`config.mk`:
```
export PLATFORM = sky130hd
export DESIGN_NAME = cal_time_keeper
export DESIGN_NICKNAME = d
export VERILOG_FILES = /design/src/rtl/cal_pkg.sv /design/src/rtl/cal_prescale.sv /design/src/rtl/cal_tod.sv /design/src/rtl/cal_date.sv /design/src/rtl/cal_time_keeper.sv
export SDC_FILE = /design/constraint.sdc
export NUM_CORES = 1
export LEC_CHECK = 0
export BUFFER_PORTS_ARGS = -buffer_cell sky130_fd_sc_hd__buf_2
export CORE_MARGIN = 2
export CORE_UTILIZATION = 46
export CTS_CLUSTER_DIAMETER = 150
export CTS_CLUSTER_SIZE = 30
export DETAILED_ROUTE_END_ITERATION = 10
export SYNTH_ARGS = -nofsm -noshare
export SYNTH_HDL_FRONTEND = slang
export SYNTH_SLANG_ARGS = --single-unit
export TNS_END_PERCENT = 5
```
`constraint.sdc`:
```
create_clock -name clk -period 6.5 [get_ports clk]
set_clock_uncertainty 0.15 [all_clocks]
set_input_delay 1.3 -clock clk [delete_from_list [all_inputs] [get_ports clk]]
set_output_delay 1.3 -clock clk [all_outputs]
set_load 0.005 [all_outputs]
```
`src/rtl/cal_pkg.sv`:
```
package cal_pkg;
  typedef enum logic [2:0] {
    F_SEC = 3'd0, F_MIN = 3'd1, F_HOUR = 3'd2, F_DATE = 3'd3,
    F_MONTH = 3'd4, F_YEAR = 3'd5, F_DOW = 3'd6, F_NONE = 3'd7
  } field_e;

  function automatic logic [7:0] bcd_inc(input logic [7:0] v);
    if (v[3:0] == 4'd9) return {v[7:4] + 4'd1, 4'd0};
    return v + 8'd1;
  endfunction

  function automatic logic [6:0] bcd2bin(input logic [7:0] v);
    return {3'b0, v[7:4]} * 7'd10 + {3'b0, v[3:0]};
  endfunction

  function automatic logic [7:0] bin2bcd(input logic [6:0] b);
    logic [6:0] t, o;
    t = b / 7'd10;
    o = b % 7'd10;
    return {t[3:0], o[3:0]};
  endfunction

  function automatic logic [7:0] last_day(input logic [7:0] month, input logic [7:0] year);
    logic [6:0] yb;
    yb = bcd2bin(year);
    case (month)
      8'h02: last_day = (yb[1:0] == 2'd0) ? 8'h29 : 8'h28;
      8'h04, 8'h06, 8'h09, 8'h11: last_day = 8'h30;
      default: last_day = 8'h31;
    endcase
  endfunction
endpackage

```
`src/rtl/cal_prescale.sv`:
```
module cal_prescale #(
  parameter int DIV = 32768
) (
  input  logic clk,
  input  logic rst_n,
  input  logic ref_en,
  input  logic clr,
  output logic wrap
);
  localparam int CW = $clog2(DIV);
  localparam logic [CW-1:0] LAST = CW'(DIV - 1);

  logic [CW-1:0] cnt_q;

  assign wrap = ref_en && (cnt_q == LAST) && !clr;

  always_ff @(posedge clk) begin
    if (!rst_n)      cnt_q <= '0;
    else if (clr)    cnt_q <= '0;
    else if (ref_en) cnt_q <= (cnt_q == LAST) ? '0 : cnt_q + 1'b1;
  end

  p_cnt_bound_r3: assert property (@(posedge clk) disable iff (!rst_n)
    cnt_q <= LAST);
  p_clear_r4: assert property (@(posedge clk) disable iff (!rst_n)
    clr |=> (cnt_q == '0));
endmodule

```
`src/rtl/cal_tod.sv`:
```
module cal_tod
  import cal_pkg::*;
(
  input  logic       clk,
  input  logic       rst_n,
  input  logic       adv,
  input  logic       wr_en,
  input  field_e     wr_sel,
  input  logic [7:0] wr_data,
  output logic [7:0] sec_q,
  output logic [7:0] min_q,
  output logic [7:0] hour_q,
  output logic       day_carry
);
  logic sec_top, min_top, hour_top;
  assign sec_top   = (sec_q == 8'h59);
  assign min_top   = (min_q == 8'h59);
  assign hour_top  = (hour_q == 8'h23);
  assign day_carry = adv && sec_top && min_top && hour_top;

  always_ff @(posedge clk) begin
    if (!rst_n) begin
      sec_q  <= 8'h00;
      min_q  <= 8'h00;
      hour_q <= 8'h00;
    end else if (wr_en) begin
      case (wr_sel)
        F_SEC:  sec_q  <= wr_data & 8'h7F;
        F_MIN:  min_q  <= wr_data & 8'h7F;
        F_HOUR: hour_q <= wr_data & 8'h3F;
        default: ;
      endcase
    end else if (adv) begin
      sec_q <= sec_top ? 8'h00 : bcd_inc(sec_q);
      if (sec_top) begin
        min_q <= min_top ? 8'h00 : bcd_inc(min_q);
        if (min_top) hour_q <= hour_top ? 8'h00 : bcd_inc(hour_q);
      end
    end
  end

  p_sec_wrap_r5: assert property (@(posedge clk) disable iff (!rst_n)
    (adv && !wr_en && sec_q == 8'h59) |=> (sec_q == 8'h00));
  p_hour_wrap_r6: assert property (@(posedge clk) disable iff (!rst_n)
    (adv && !wr_en && sec_q == 8'h59 && min_q == 8'h59 && hour_q == 8'h23) |=> (hour_q == 8'h00));
  p_hold_r2: assert property (@(posedge clk) disable iff (!rst_n)
    (!adv && !wr_en) |=> ($stable(sec_q) && $stable(min_q) && $stable(hour_q)));
endmodule

```
`src/rtl/cal_date.sv`:
```
module cal_date
  import cal_pkg::*;
(
  input  logic       clk,
  input  logic       rst_n,
  input  logic       day_adv,
  input  logic       wr_en,
  input  field_e     wr_sel,
  input  logic [7:0] wr_data,
  output logic [7:0] date_q,
  output logic [7:0] month_q,
  output logic [7:0] year_q,
  output logic [7:0] dow_q
);
  logic [7:0] last;
  assign last = last_day(month_q, year_q);

  always_ff @(posedge clk) begin
    if (!rst_n) begin
      date_q  <= 8'h01;
      month_q <= 8'h01;
      year_q  <= 8'h00;
      dow_q   <= 8'h00;
    end else if (wr_en) begin
      case (wr_sel)
        F_DATE:  date_q  <= wr_data & 8'h3F;
        F_MONTH: month_q <= wr_data & 8'h1F;
        F_YEAR:  year_q  <= wr_data;
        F_DOW:   dow_q   <= wr_data & 8'h07;
        default: ;
      endcase
    end else if (day_adv) begin
      dow_q <= (dow_q >= 8'h06) ? 8'h00 : dow_q + 8'h01;
      if (date_q >= last) begin
        date_q <= 8'h01;
        if (month_q >= 8'h12) begin
          month_q <= 8'h01;
          year_q  <= (year_q == 8'h99) ? 8'h00 : bcd_inc(year_q);
        end else begin
          month_q <= bcd_inc(month_q);
        end
      end else begin
        date_q <= bcd_inc(date_q);
      end
    end
  end

  p_dow_wrap_r11: assert property (@(posedge clk) disable iff (!rst_n)
    (day_adv && !wr_en && dow_q == 8'h06) |=> (dow_q == 8'h00));
  p_year_step_r10: assert property (@(posedge clk) disable iff (!rst_n)
    (day_adv && !wr_en && month_q == 8'h12 && date_q == 8'h31) |=> (month_q == 8'h01 && date_q == 8'h01 && year_q != $past(year_q)));
  p_leap_hold_r9: assert property (@(posedge clk) disable iff (!rst_n)
    (day_adv && !wr_en && month_q == 8'h02 && date_q == 8'h28 && year_q == 8'h24) |=> (date_q == 8'h29));
endmodule

```
`src/rtl/cal_time_keeper.sv`:
```
module cal_time_keeper
  import cal_pkg::*;
#(
  parameter int PRESCALE_DIV = 32768
) (
  input  logic       clk,
  input  logic       rst_n,
  input  logic       ref_en,
  input  logic       fast_tick,
  input  logic       hr12_mode,
  input  logic       wr_en,
  input  logic [2:0] wr_addr,
  input  logic [7:0] wr_data,
  input  logic [2:0] rd_addr,
  output logic [7:0] rd_data,
  output logic       sec_tick
);
  field_e     wr_sel, rd_sel;
  logic       time_wr, run_q, pre_wrap, adv, day_carry, tick_q;
  logic [7:0] core_wdata, hour_w, hour_r;
  logic [7:0] sec_q, min_q, hour_q, date_q, month_q, year_q, dow_q;
  logic [6:0] hb_w, h24_w, hb_r, h12_r;

  assign wr_sel  = field_e'(wr_addr);
  assign rd_sel  = field_e'(rd_addr);
  assign time_wr = wr_en && (wr_sel != F_NONE);
  assign adv     = run_q && !time_wr && (pre_wrap || fast_tick);

  always_ff @(posedge clk) begin
    if (!rst_n) begin
      run_q  <= 1'b0;
      tick_q <= 1'b0;
    end else begin
      if (time_wr) run_q <= 1'b1;
      tick_q <= adv;
    end
  end
  assign sec_tick = tick_q;

  // hour conversion on the write side
  always_comb begin
    hb_w  = bcd2bin({3'b0, wr_data[4:0]});
    h24_w = ((hb_w == 7'd12) ? 7'd0 : hb_w) + (wr_data[5] ? 7'd12 : 7'd0);
    hour_w = hr12_mode ? bin2bcd(h24_w) : (wr_data & 8'h3F);
    core_wdata = (wr_sel == F_HOUR) ? hour_w : wr_data;
  end

  cal_prescale #(.DIV(PRESCALE_DIV)) u_pre (
    .clk(clk), .rst_n(rst_n), .ref_en(ref_en), .clr(time_wr), .wrap(pre_wrap)
  );

  cal_tod u_tod (
    .clk(clk), .rst_n(rst_n), .adv(adv), .wr_en(time_wr), .wr_sel(wr_sel),
    .wr_data(core_wdata), .sec_q(sec_q), .min_q(min_q), .hour_q(hour_q),
    .day_carry(day_carry)
  );

  cal_date u_date (
    .clk(clk), .rst_n(rst_n), .day_adv(day_carry), .wr_en(time_wr), .wr_sel(wr_sel),
    .wr_data(core_wdata), .date_q(date_q), .month_q(month_q), .year_q(year_q),
    .dow_q(dow_q)
  );

  // hour conversion on the read side
  always_comb begin
    logic [7:0] h12_bcd;
    hb_r    = bcd2bin(hour_q);
    h12_r   = hb_r % 7'd12;
    if (h12_r == 7'd0) h12_r = 7'd12;
    h12_bcd = bin2bcd(h12_r);
    hour_r  = hr12_mode ? {2'b00, (hb_r >= 7'd12), h12_bcd[4:0]} : hour_q;
  end

  always_comb begin
    case (rd_sel)
      F_SEC:   rd_data = sec_q;
      F_MIN:   rd_data = min_q;
      F_HOUR:  rd_data = hour_r;
      F_DATE:  rd_data = date_q;
      F_MONTH: rd_data = month_q;
      F_YEAR:  rd_data = year_q;
      F_DOW:   rd_data = dow_q;
      default: rd_data = 8'h00;
    endcase
  end

  p_frozen_r2: assert property (@(posedge clk) disable iff (!rst_n)
    !run_q |-> !sec_tick);
  p_write_wins_r13: assert property (@(posedge clk) disable iff (!rst_n)
    time_wr |=> !sec_tick);
  p_tick_follows_r12: assert property (@(posedge clk) disable iff (!rst_n)
    (run_q && !time_wr && fast_tick) |=> sec_tick);
endmodule

```
Word level (Yosys, flattened, before mapping)

Index checks and enable logic that the tools add are counted.

Register bits after elaboration: 73
Latch bits: 0
Bits in writable memories: 0
Memory bits (read-only): 0
Bits of input ports: 20
Output and inout port bits: 9
Logic and storage cells: 195
Memories: 0

Add/subtract/negate cells: 18
Multipliers: 3
Divide/modulo/power cells: 5
Magnitude comparators: 4
Equal/unequal tests: 37
Shifts and indexed selects: 0
Muxes and demuxes: 88
Bitwise gates (word level): 1
Reductions and logical operators: 29

Operator list:

| cell                                                  | number |
|---|---|
| 2-to-1 mux 8 bit                                      | 49 |
| adder 8 x 1 -> 8 bit, second input constant           | 7 |
| one-hot mux 8 bit (7 select lines)                    | 1 |
| 2-to-1 mux 1 bit                                      | 33 |
| adder 4 x 1 -> 4 bit, second input constant           | 6 |
| equality test 4 bit, second input constant            | 6 |
| remainder unit 7 x 4 -> 7 bit, second input constant  | 3 |
| equality test 3 bit, second input constant            | 6 |
| equality test 8 x 3 -> 1 bit, second input constant   | 2 |
| equality test 8 x 7 -> 1 bit, second input constant   | 2 |
| one-hot mux 8 bit (2 select lines)                    | 1 |
| adder 15 x 1 -> 15 bit, second input constant         | 1 |
| equality test 15 bit, second input constant           | 1 |
| 2-to-1 mux 15 bit                                     | 1 |
| divider 7 x 4 -> 7 bit, second input constant         | 2 |
| equality test 3 x 2 -> 1 bit, second input constant   | 4 |
| inequality test 2 x 1 -> 1 bit, second input constant | 6 |
| nonzero test 2 bit                                    | 6 |
| equality test 8 x 2 -> 1 bit, second input constant   | 1 |
| equality test 8 x 4 -> 1 bit, second input constant   | 1 |
| equality test 8 x 5 -> 1 bit, second input constant   | 1 |
| equality test 8 x 6 -> 1 bit, second input constant   | 1 |
| equality test 8 bit, second input constant            | 1 |
| >= comparator 8 x 3 -> 1 bit, second input constant   | 1 |
| 29 further kinds                                      | 42 |

Longest topological paths before layout

Gate-level depths: netlist of run 1.

Word-level depth: 18
Mapped depth: 17
Gate-level depth less buffers: 16

Hierarchy

From an unflattened synthesis of run 1, not the netlist that was laid out.

Cells, all modules: 850
Area total of the unflattened synthesis: 6,668.9 µm²

By module, submodules not included:

| module          | times used | cells an instance | area each (µm²) |
|---|---|---|---|
| cal_date        | 1          | 269               | 2,160.8 |
| cal_time_keeper | 1          | 281               | 2,060.7 |
| cal_tod         | 1          | 219               | 1,704.1 |
| cal_prescale    | 1          | 81                | 743.2 |

Worst setup path before layout of run 1

OpenSTA, ideal clock, no wires.

Kind: in2reg
Start point: in wr_data[3]
End point: reg u_date.month_q[2]
Setup time: 0.141 ns
Arrival time: 5.099 ns
Path slack: 1.109 ns
Stages: 14
Cell sequence: ha_1 > a31o_2 > clkbuf_1 > o41a_1 > ha_1 > fa_1 > clkbuf_1 > a31oi_1 > o32a_1 > ha_1 > nor4_1 > o31ai_1 > o21ai_0 > o221ai_1

Longest elaborated chain between the ends: 9

Ends and longest elaborated chain:

| what                            | line                  | source |
|---|---|---|
| start: declaration              | cal_time_keeper.sv:13 | `input logic [7:0] wr_data,` |
| adder 5 x 4 -> 6 bit *          | cal_pkg.sv:13         | `return {3'b0, v[7:4]} * 7'd10 + {3'b0, v[3:0]};` |
| equality test 6 x 4 -> 1 bit    | cal_time_keeper.sv:43 | `h24_w = ((hb_w == 7'd12) ? 7'd0 : hb_w) + (wr_data[5] ? 7'd12 : 7'd0);` |
| 2-to-1 mux 6 bit *              | cal_time_keeper.sv:43 |  |
| adder 6 x 4 -> 7 bit *          | cal_time_keeper.sv:43 |  |
| remainder unit 7 x 4 -> 7 bit * | cal_pkg.sv:19         | `o = b % 7'd10;` |
| 2-to-1 mux 8 bit *              | cal_time_keeper.sv:44 | `hour_w = hr12_mode ? bin2bcd(h24_w) : (wr_data & 8'h3F);` |
| 2-to-1 mux 8 bit *              | cal_time_keeper.sv:45 | `core_wdata = (wr_sel == F_HOUR) ? hour_w : wr_data;` |
| 2-to-1 mux 8 bit *              | cal_date.sv:25        | `case (wr_sel)` |
| 2-to-1 mux 8 bit *              | cal_date.sv:24        | `end else if (wr_en) begin` |
| end signal: assignment          | cal_date.sv:27        | `F_MONTH: month_q <= wr_data & 8'h1F;` |
| end signal: assignment          | cal_date.sv:40        | `month_q <= bcd_inc(month_q);` |
| end: declaration                | cal_date.sv:11        | `output logic [7:0] month_q,` |

Every way passes the cells marked *; elsewhere a longest branch is shown, timed or not. The select of a mux whose other input is x is not followed.
A chain may end at the register's enable or synchronous reset.

Worst setup path after layout of run 1

Start point: reg u_tod.hour_q[5]
End point: out rd_data[3]

Longest elaborated chain between the ends: 8

Ends and longest elaborated chain:

| what                                 | line                  | source |
|---|---|---|
| start: declaration                   | cal_tod.sv:12         | `output logic [7:0] hour_q,` |
| start signal: assignment             | cal_tod.sv:30         | `F_HOUR: hour_q <= wr_data & 8'h3F;` |
| start signal: assignment             | cal_tod.sv:37         | `if (min_top) hour_q <= hour_top ? 8'h00 : bcd_inc(hour_q);` |
| multiplier 4 x 3 -> 6 bit *          | cal_pkg.sv:13         |  |
| adder 7 x 4 -> 7 bit *               | cal_pkg.sv:13         |  |
| remainder unit 7 x 4 -> 7 bit *      | cal_time_keeper.sv:68 | `h12_r = hb_r % 7'd12;` |
| zero test 7 bit                      | cal_time_keeper.sv:69 | `if (h12_r == 7'd0) h12_r = 7'd12;` |
| 2-to-1 mux 7 bit *                   | cal_time_keeper.sv:69 |  |
| remainder unit 7 x 4 -> 7 bit *      | cal_pkg.sv:19         |  |
| 2-to-1 mux 8 bit *                   | cal_time_keeper.sv:71 | `hour_r = hr12_mode ? {2'b00, (hb_r >= 7'd12), h12_bcd[4:0]} : hour_q;` |
| one-hot mux 8 bit (7 select lines) * | cal_time_keeper.sv:75 | `case (rd_sel)` |
| end: declaration                     | cal_time_keeper.sv:15 | `output logic [7:0] rd_data,` |

Every way passes the cells marked *; elsewhere a longest branch is shown, timed or not.

==> metrics.md, run 1 <==
| Metric | Value |
|---|---|
| Synthesized instance count | roughly 840 |
| Resized cells post-CTS | 0 |
| Number of flops mapped to enable cells by yosys | 0 |
| Routed len/inst | approximately 18 microns |
| CTS buffer count | 9 |
| Hold Path Depth | 2 |
| Initial antenna violation count | 0 |
| Sequential-to-total area share from yosys stat | between 20% and 30% |
| Critical path launch point type | register |
| TritonCTS clock tree | yes |
| Setup WS post-layout | approximately 0.79 ns |
| Clock Path Buffers | 2 |
| Via count of the first global-routing pass | 5,907 |
| Max_slew headroom | a little under a quarter |
| Initial Util | approximately 47% |
| Least-Margin Pin Slew | approximately 1.1 ns |
| Critical path's slowest cell | a2111oi_0 |
| Avg Cell Area, Syn | 7.53 sq um |
| Post-DP HPWL | approximately 14,000 microns |
| Fin. max-slew vios | 0 |
| Top cell type's share of synthesized area | about 23% |
| Worst Path Arrival | roughly 4.3 ns |
| Most used cell, CP | ha_1 |
| # rows | 42 |
| Share of cells above drive strength 1 | 10.1% |
| Placeable Area | 13,300 sq um |
| Worst-skew pair later-pin latency | around 0.35 ns |
| Drc violations | 0 |
| Die area | roughly 15,000 sq um |
| Peak supply drop | between 150 and 200 uV |
| Top-count cell post-synth | nor2_1 |
| Layout area overhead | 8.44% |
| Final Cell Area | roughly 7000 sq um |
| Synth unique cells | 76 |
| Port buffer count | 28 |
| Period utilization | between 80% and 90% |
| Final hold vios | 0 |
| Clock sink count | 73 |
| Min Tclk post-route | around 5.7 ns |
| Slowest stage delay, CP | about 0.67 ns |
| Syn nets | 896 |
| Root buffer cell | clkbuf_16 |
| Number of nets in the layout | between 800 and 900 |
| RSZ-0062 raised after global routing | no |
| Setup tns final | 0 ns |
| Die width | ~120 microns |
| Drt total wl | 18,600 microns |
| Mapped cell area | ~6300 sq um |
| Remaining Overflow, GRT | 0 |
| Synth Warn # | 0 |
| Worst-path fanout max | 9 |
| Post CTS Setup Buffer Count | 0 |
| Worst Path Required | roughly 5.1 ns |
| Crit-path cells | ha_1 -> ha_1 -> fa_1 -> xor2_1 -> nand3_1 -> a2111oi_0 -> o32ai_1 -> mux2_2 -> o31ai_1 -> buf_2 |
| Asr flop ratio synth | 0% |
| Synthesized flop and latch total | 73 |
| Final setup vio count | 0 |
| Worst slack, placed | 0.446 ns |
| Hold WS | roughly 0.35 ns |
| Crit. path cell count | 10 |
| Via/cell ratio | roughly 6.3 |
| Largest net degree at the start of global routing | 34 |
| R2R cell count | 14 |
| IO Pins | 29 |
| Peak Freq | 175 MHz |
| Cell taking the most area after synthesis | dfxtp_1 |
| DR iter-0 viols | ~490 |
| First-pass GRT wire length | a little over 30,000 microns |
| Vias | 6,386 |
| Lkg Pwr | about 2.5 nW |
| HP Class | reg -> reg |
| Antenna cells | 0 |
| Number of detailed-route iterations in the first pass | 8 |
| Dominant synthesized flop cell | dfxtp_1 |
| H-tree Lvls | 3 |
| CP delay by family, top | compound AO/OA/AOI/OAI gates |
| Die H | around 120 microns |
| GRT Total Usage | between 20% and 30% |
| CTS clock-pin slew for the worst setup and hold paths | approximately 0.06 ns |
| Status | completed |
| PwrDens | ~180 nW/um^2 |
| CTS Hold Bufs | 0 |
| Maxcap violations | 0 |
| Post-synth top cells | 85 x nor2_1, 73 x dfxtp_1, 71 x nand2_1 |
| CP Buf/Inv Count | 1 |
| Top cells by area, synth | dfxtp_1 23%, ha_1 7.6%, o21ai_0 5.6% |
| Post-route ant nets | 0 |
| Placed cell area | between 6000 and 7000 sq um |
| Worst Setup Path Type | reg -> out |
| GPL Wtd Cong | ~0.85 |
| Setup crit end kind | output port |
## worst register-to-register path: stages, from the launching register on
cell and delay (ns):
dfxtp_1 0.35, inv_1 0.13, ha_1 0.21, nand2b_1 0.07
nor4_1 0.62, o21ai_0 0.23, o21a_1 0.18, ha_1 0.27
or4b_2 0.61, a211oi_1 0.31, o211a_1 0.36, a211oi_1 0.10
o21ai_1 0.45, nor2_1 0.08, a221oi_1 0.32
## sequential cells by signal (all words and copies together), names as in the netlist
signal          cells
u_tod.hour_q        8
u_pre.cnt_q        15
u_date.date_q       8
u_date.dow_q        8
sec_tick            1
u_tod.sec_q         8
run_q               1
u_tod.min_q         8
u_date.month_q      8
u_date.year_q       8
## metal layers
| layer | track usage [%] | up-vias | routed length, microns |
|---|---|---|---|
| met1 | 34.0 | 3047 | 8230 |
| met3 | 5.03 | 25 | 1270 |
| met2 | 43.3 | 211 | 8800 |
| met5 | 0 | - | 0 |
| li1 | - | 3103 | - |
| met4 | 8.43 | 0 | 335 |
## cell families (layout without fill, tap and decap cells)
logic type / count (synthesis) / after routing / synth area share, %
and+or+nand+nor: 344 / 344 / 28.6
AOI/OAI and AO/OA: 247 / 247 / 25.8
buffers and inverters: 74 / 77 / 4.58
DFF: 73 / 73 / 23.2
adders and majority gates: 41 / 41 / 8.52
muxes: 30 / 30 / 5.65
xor gates and xnor gates: 26 / 26 / 3.62
## worst paths after layout
| check | slack [ns] | to | from |
|---|---|---|---|
| min reg2reg | 0.35 | u_pre.cnt_q[1]$_SDFFE_PP0P_ | u_pre.cnt_q[1]$_SDFFE_PP0P_ |
| max | 0.79 | rd_data[3] | u_tod.hour_q[5]$_SDFFE_PN0P_ |
| min | 0.35 | u_pre.cnt_q[1]$_SDFFE_PP0P_ | u_pre.cnt_q[1]$_SDFFE_PP0P_ |
| max reg2reg | 1.97 | u_date.year_q[2]$_SDFFE_PN0P_ | u_date.month_q[5]$_SDFFE_PN0P_ |
## where the power goes
part	internal, mW	switching (mW)
logic	0.0760	0.139
registers	0.455	0.0141
clock network	0.312	0.208
## final cells by class
type / count / area, sq um
inverter: 27 / 101
multi-input combinational: 688 / 4540
sequential: 73 / 1460
clock buffer: 10 / 239
timing repair buffer: 34 / 185
tap: 176 / 220
fill: 1304 / 6480
clock inverter: 6 / 72.6
## through the flow
stage / util (%) / total power [mW] / instances
after floorplan: - / 0.629 / 835
after global placement: 48.9 / 0.683 / 998
after detailed placement: 48.9 / 0.689 / 998
after CTS: 51.3 / 1.21 / 1014
after global routing: 51.3 / 1.26 / 1014
final: 51.3 / 1.20 / 1014
## placed cells by master, fill, tap and decap left out, types with 19 or more instances in the layout
cell and n:
mux2i_1 22, nor3_1 30, buf_2 28, inv_1 27, nor2_1 85, dfxtp_1 73
o21ai_0 70, a21oi_1 52, nand2_1 71, and3_1 19, nand3_1 35, ha_1 38
Note: power is estimated with default switching activity, not from simulation.
==> inputs of run 2 (changes only) <==
Settings changed: ABC_CLOCK_PERIOD_IN_PS set to 6500, PLACE_DENSITY set to 0.74.
==> run 2 against run 1 <==
Core utilization is 0.15 points higher. Worst hold slack got worse by 0.0030 ns. Cell count up 0.30%. Sequential share of layout area decreased by 0.063 points. Critical path depth rose by 1. Largest power group unchanged. Combinational power about the same. Clock power is 2% higher. Sequential power barely moved. Count of clock-buffer cells in the layout shrank 1. Largest cell class unchanged. Via count decreased by 0.78%. Final area up 0.29%. Power rose by 1.0%.
==> metrics.md, run 2 (synthesis gave the netlist of run 1 again) <==
| Metric | Value |
|---|---|
| H-tree Lvls | 3 (unchanged) |
| Max FFs per register | 15 (unchanged) |
| Die area | 14,600 sq um (unchanged) |
| Worst Path Required | 5.05 ns (about the same) |
| Die H | 121 microns (unchanged) |
| GPL Wtd Cong | 0.937 (+9.8%) |
| Hold Path Depth | 1 (-1) |
| Fin. max-slew vios | 0 (unchanged) |
| PwrDens | 178 nW/um^2 (+0.74%) |
| TritonCTS clock tree | yes |
| Routed len/inst | 17.4 microns (-5.4%) |
| Setup WS post-layout | 0.787 ns (-0.00243 ns) |
| Clock Path Buffers | 2 (unchanged) |
| Start point of the critical path | u_tod.hour_q[5]$_SDFFE_PN0P_ |
| Root buffer cell | clkbuf_16 |
| Reg2reg end | u_date.year_q[2]$_SDFFE_PN0P_ |
| IO Pins | 29 (unchanged) |
| Initial antenna violation count | 0 (unchanged) |
| Worst R2R Setup Slack | 2.11 ns (+0.14 ns) |
| Worst-path fanout max | 9 (unchanged) |
| Filler cells | 1,299 (-0.38%) |
| CP endpoint | rd_data[1] |
| Vias | 6,336 (-0.78%) |
| Worst slack, placed | 0.557 ns (+0.111 ns) |
| Setup crit end kind | output port |
| Min Tclk post-route | 5.71 ns (+0.00243 ns) |
| Least-Margin Pin Slew | 0.976 ns (-0.162 ns) |
| Drt total wl | 17,700 microns (-5.2%) |
| Final setup vio count | 0 (unchanged) |
| Number of detailed-route iterations in the first pass | 7 (-1) |
| Placeable Area | 13,300 sq um (unchanged) |
| Post-DP HPWL | 12,700 microns (-7.6%) |
| Maxcap violations | 0 (unchanged) |
| RSZ-0062 raised after global routing | no |
| Port buffer count | 28 (unchanged) |
| First-pass GRT wire length | 28,800 microns (-4.6%) |
| Share of cells above drive strength 1 | 10.5% (+0.32 points) |
| Initial Util | 47.3% (unchanged) |
| Period utilization | 87.9% (about the same) |
| Post-route ant nets | 0 (unchanged) |
| Worst Setup Path Type | reg -> out |
| End-of-flow core utilization | 51.4% (+0.15 points) |
| Most frequent cells in the layout | 85 x nor2_1, 73 x dfxtp_1, 71 x nand2_1 |
| Layout area overhead | 8.75% |
| Status | completed |
| Final hold vios | 0 (unchanged) |
| CTS Hold Bufs | 0 (unchanged) |
| Clock sink count | 73 (unchanged) |
| Peak supply drop | 91.4 uV (-54%) |
| HP Class | reg -> reg |
| Number of nets in the layout | 897 (+0.34%) |
| Via count of the first global-routing pass | 5,756 (-2.6%) |
| CTS buffer count | 9 (unchanged) |
| R2R cell count | 14 (unchanged) |
| Drc violations | 0 (unchanged) |
| Largest net degree at the start of global routing | 34 (unchanged) |
| Worst-skew pair later-pin latency | 0.36 ns (about the same) |
| Critical path launch point type | register |
| Setup tns final | 0 ns (unchanged) |
| GRT Total Usage | 24.7% (-1.3 points) |
| Worst Path Arrival | 4.26 ns (about the same) |
| Max_slew headroom | 34.8% (+12 points) |
| CTS clock-pin slew for the worst setup and hold paths | 0.06 ns (about the same) |
| Die width | 121 microns (unchanged) |
| Largest Register | u_pre.cnt_q |
| Peak Freq | 175 MHz (about the same) |
| Most common cell after layout, fill and taps aside | nor2_1 |
| DR iter-0 viols | 530 (+7.5%) |
| Resized cells post-CTS | 0 (unchanged) |
| Via/cell ratio | 6.23 (-1.1%) |
| # rows | 42 (unchanged) |
| FF-to-FF Start | u_date.month_q[5]$_SDFFE_PN0P_ |
| Remaining Overflow, GRT | 0 (unchanged) |
| Antenna cells | 0 (unchanged) |
| Lkg Pwr | 2.56 nW (+0.53%) |
| Post CTS Setup Buffer Count | 0 (unchanged) |
-- run 2: changes by cell type in the layout (fill, tap and decap cells not counted) --
cell | before | now
buf_4 | 6 | 9
clkbuf_8 | 1 | 0
clkinv_4 | 2 | 0
inv_6 | 2 | 4
inv_8 | 0 | 1
-- run 2: per-layer routing --
| metal | track usage, % | up-vias | wire length (microns) |
|---|---|---|---|
| li1 | - | 3107 | - |
| met1 | 33.4 | 2944 | 7940 |
| met2 | 38.3 | 244 | 7990 |
| met3 | 4.04 | 41 | 1140 |
| met4 | 12.1 | 0 | 596 |
| met5 | 0 | - | 0 |
-- run 2: critical path, cell delays in order, from the launching register on --
cell and delay (ns):
dfxtp_1 0.55, ha_1 0.30, ha_1 0.21, fa_1 0.41
xor2_1 0.57, nor3_1 0.09, o21ai_0 0.16, a311oi_1 0.13
o32ai_1 0.68, o21ai_0 0.16, a311oi_1 0.46, buf_2 0.19
-- run 2: report_power, final --
part	total (mW)	switching (mW)	internal, mW
Combinational	0.215	0.137	0.0772
Clock	0.532	0.227	0.305
Sequential	0.469	0.0140	0.455
Total	1.22	0.378	0.837
-- run 2: through the flow --
stage | std cells | hold WS [ns] | power (mW) | instance area (sq um)
4_1_cts | 1017 | 0.348 | 1.22 | 6840
3_3_place_gp | 1001 | 0.332 | 0.685 | 6530
5_1_grt | 1017 | 0.366 | 1.26 | 6840
6_report | 1017 | 0.345 | 1.22 | 6840
3_5_place_dp | 1001 | 0.335 | 0.688 | 6530
2_1_floorplan | 835 | 0.304 | 0.629 | 6290
-- run 2: worst min-delay path by stage --
stage / start / endpoint
final: u_date.dow_q[7]$_SDFFE_PN0P_ / u_date.dow_q[7]$_SDFFE_PN0P_
after global placement: u_pre.cnt_q[1]$_SDFFE_PP0P_ / u_pre.cnt_q[1]$_SDFFE_PP0P_
after detailed placement: u_date.dow_q[7]$_SDFFE_PN0P_ / u_date.dow_q[7]$_SDFFE_PN0P_
after floorplan: u_date.date_q[7]$_SDFFE_PN0P_ / u_date.date_q[7]$_SDFFE_PN0P_
after CTS: u_date.dow_q[7]$_SDFFE_PN0P_ / u_date.dow_q[7]$_SDFFE_PN0P_
after global routing: u_date.dow_q[3]$_SDFFE_PN0P_ / u_date.dow_q[3]$_SDFFE_PN0P_
-- run 2: layout make-up --
class                      instances  area [sq um]  share of cell area (%)
tap                              176           220                    3.22
sequential                        73          1460                    21.4
timing repair buffer              37           208                    3.04
clock inverter                     7          83.8                    1.23
inverter                          27           101                    1.48
clock buffer                       9           225                    3.29
multi-input combinational        688          4540                    66.4
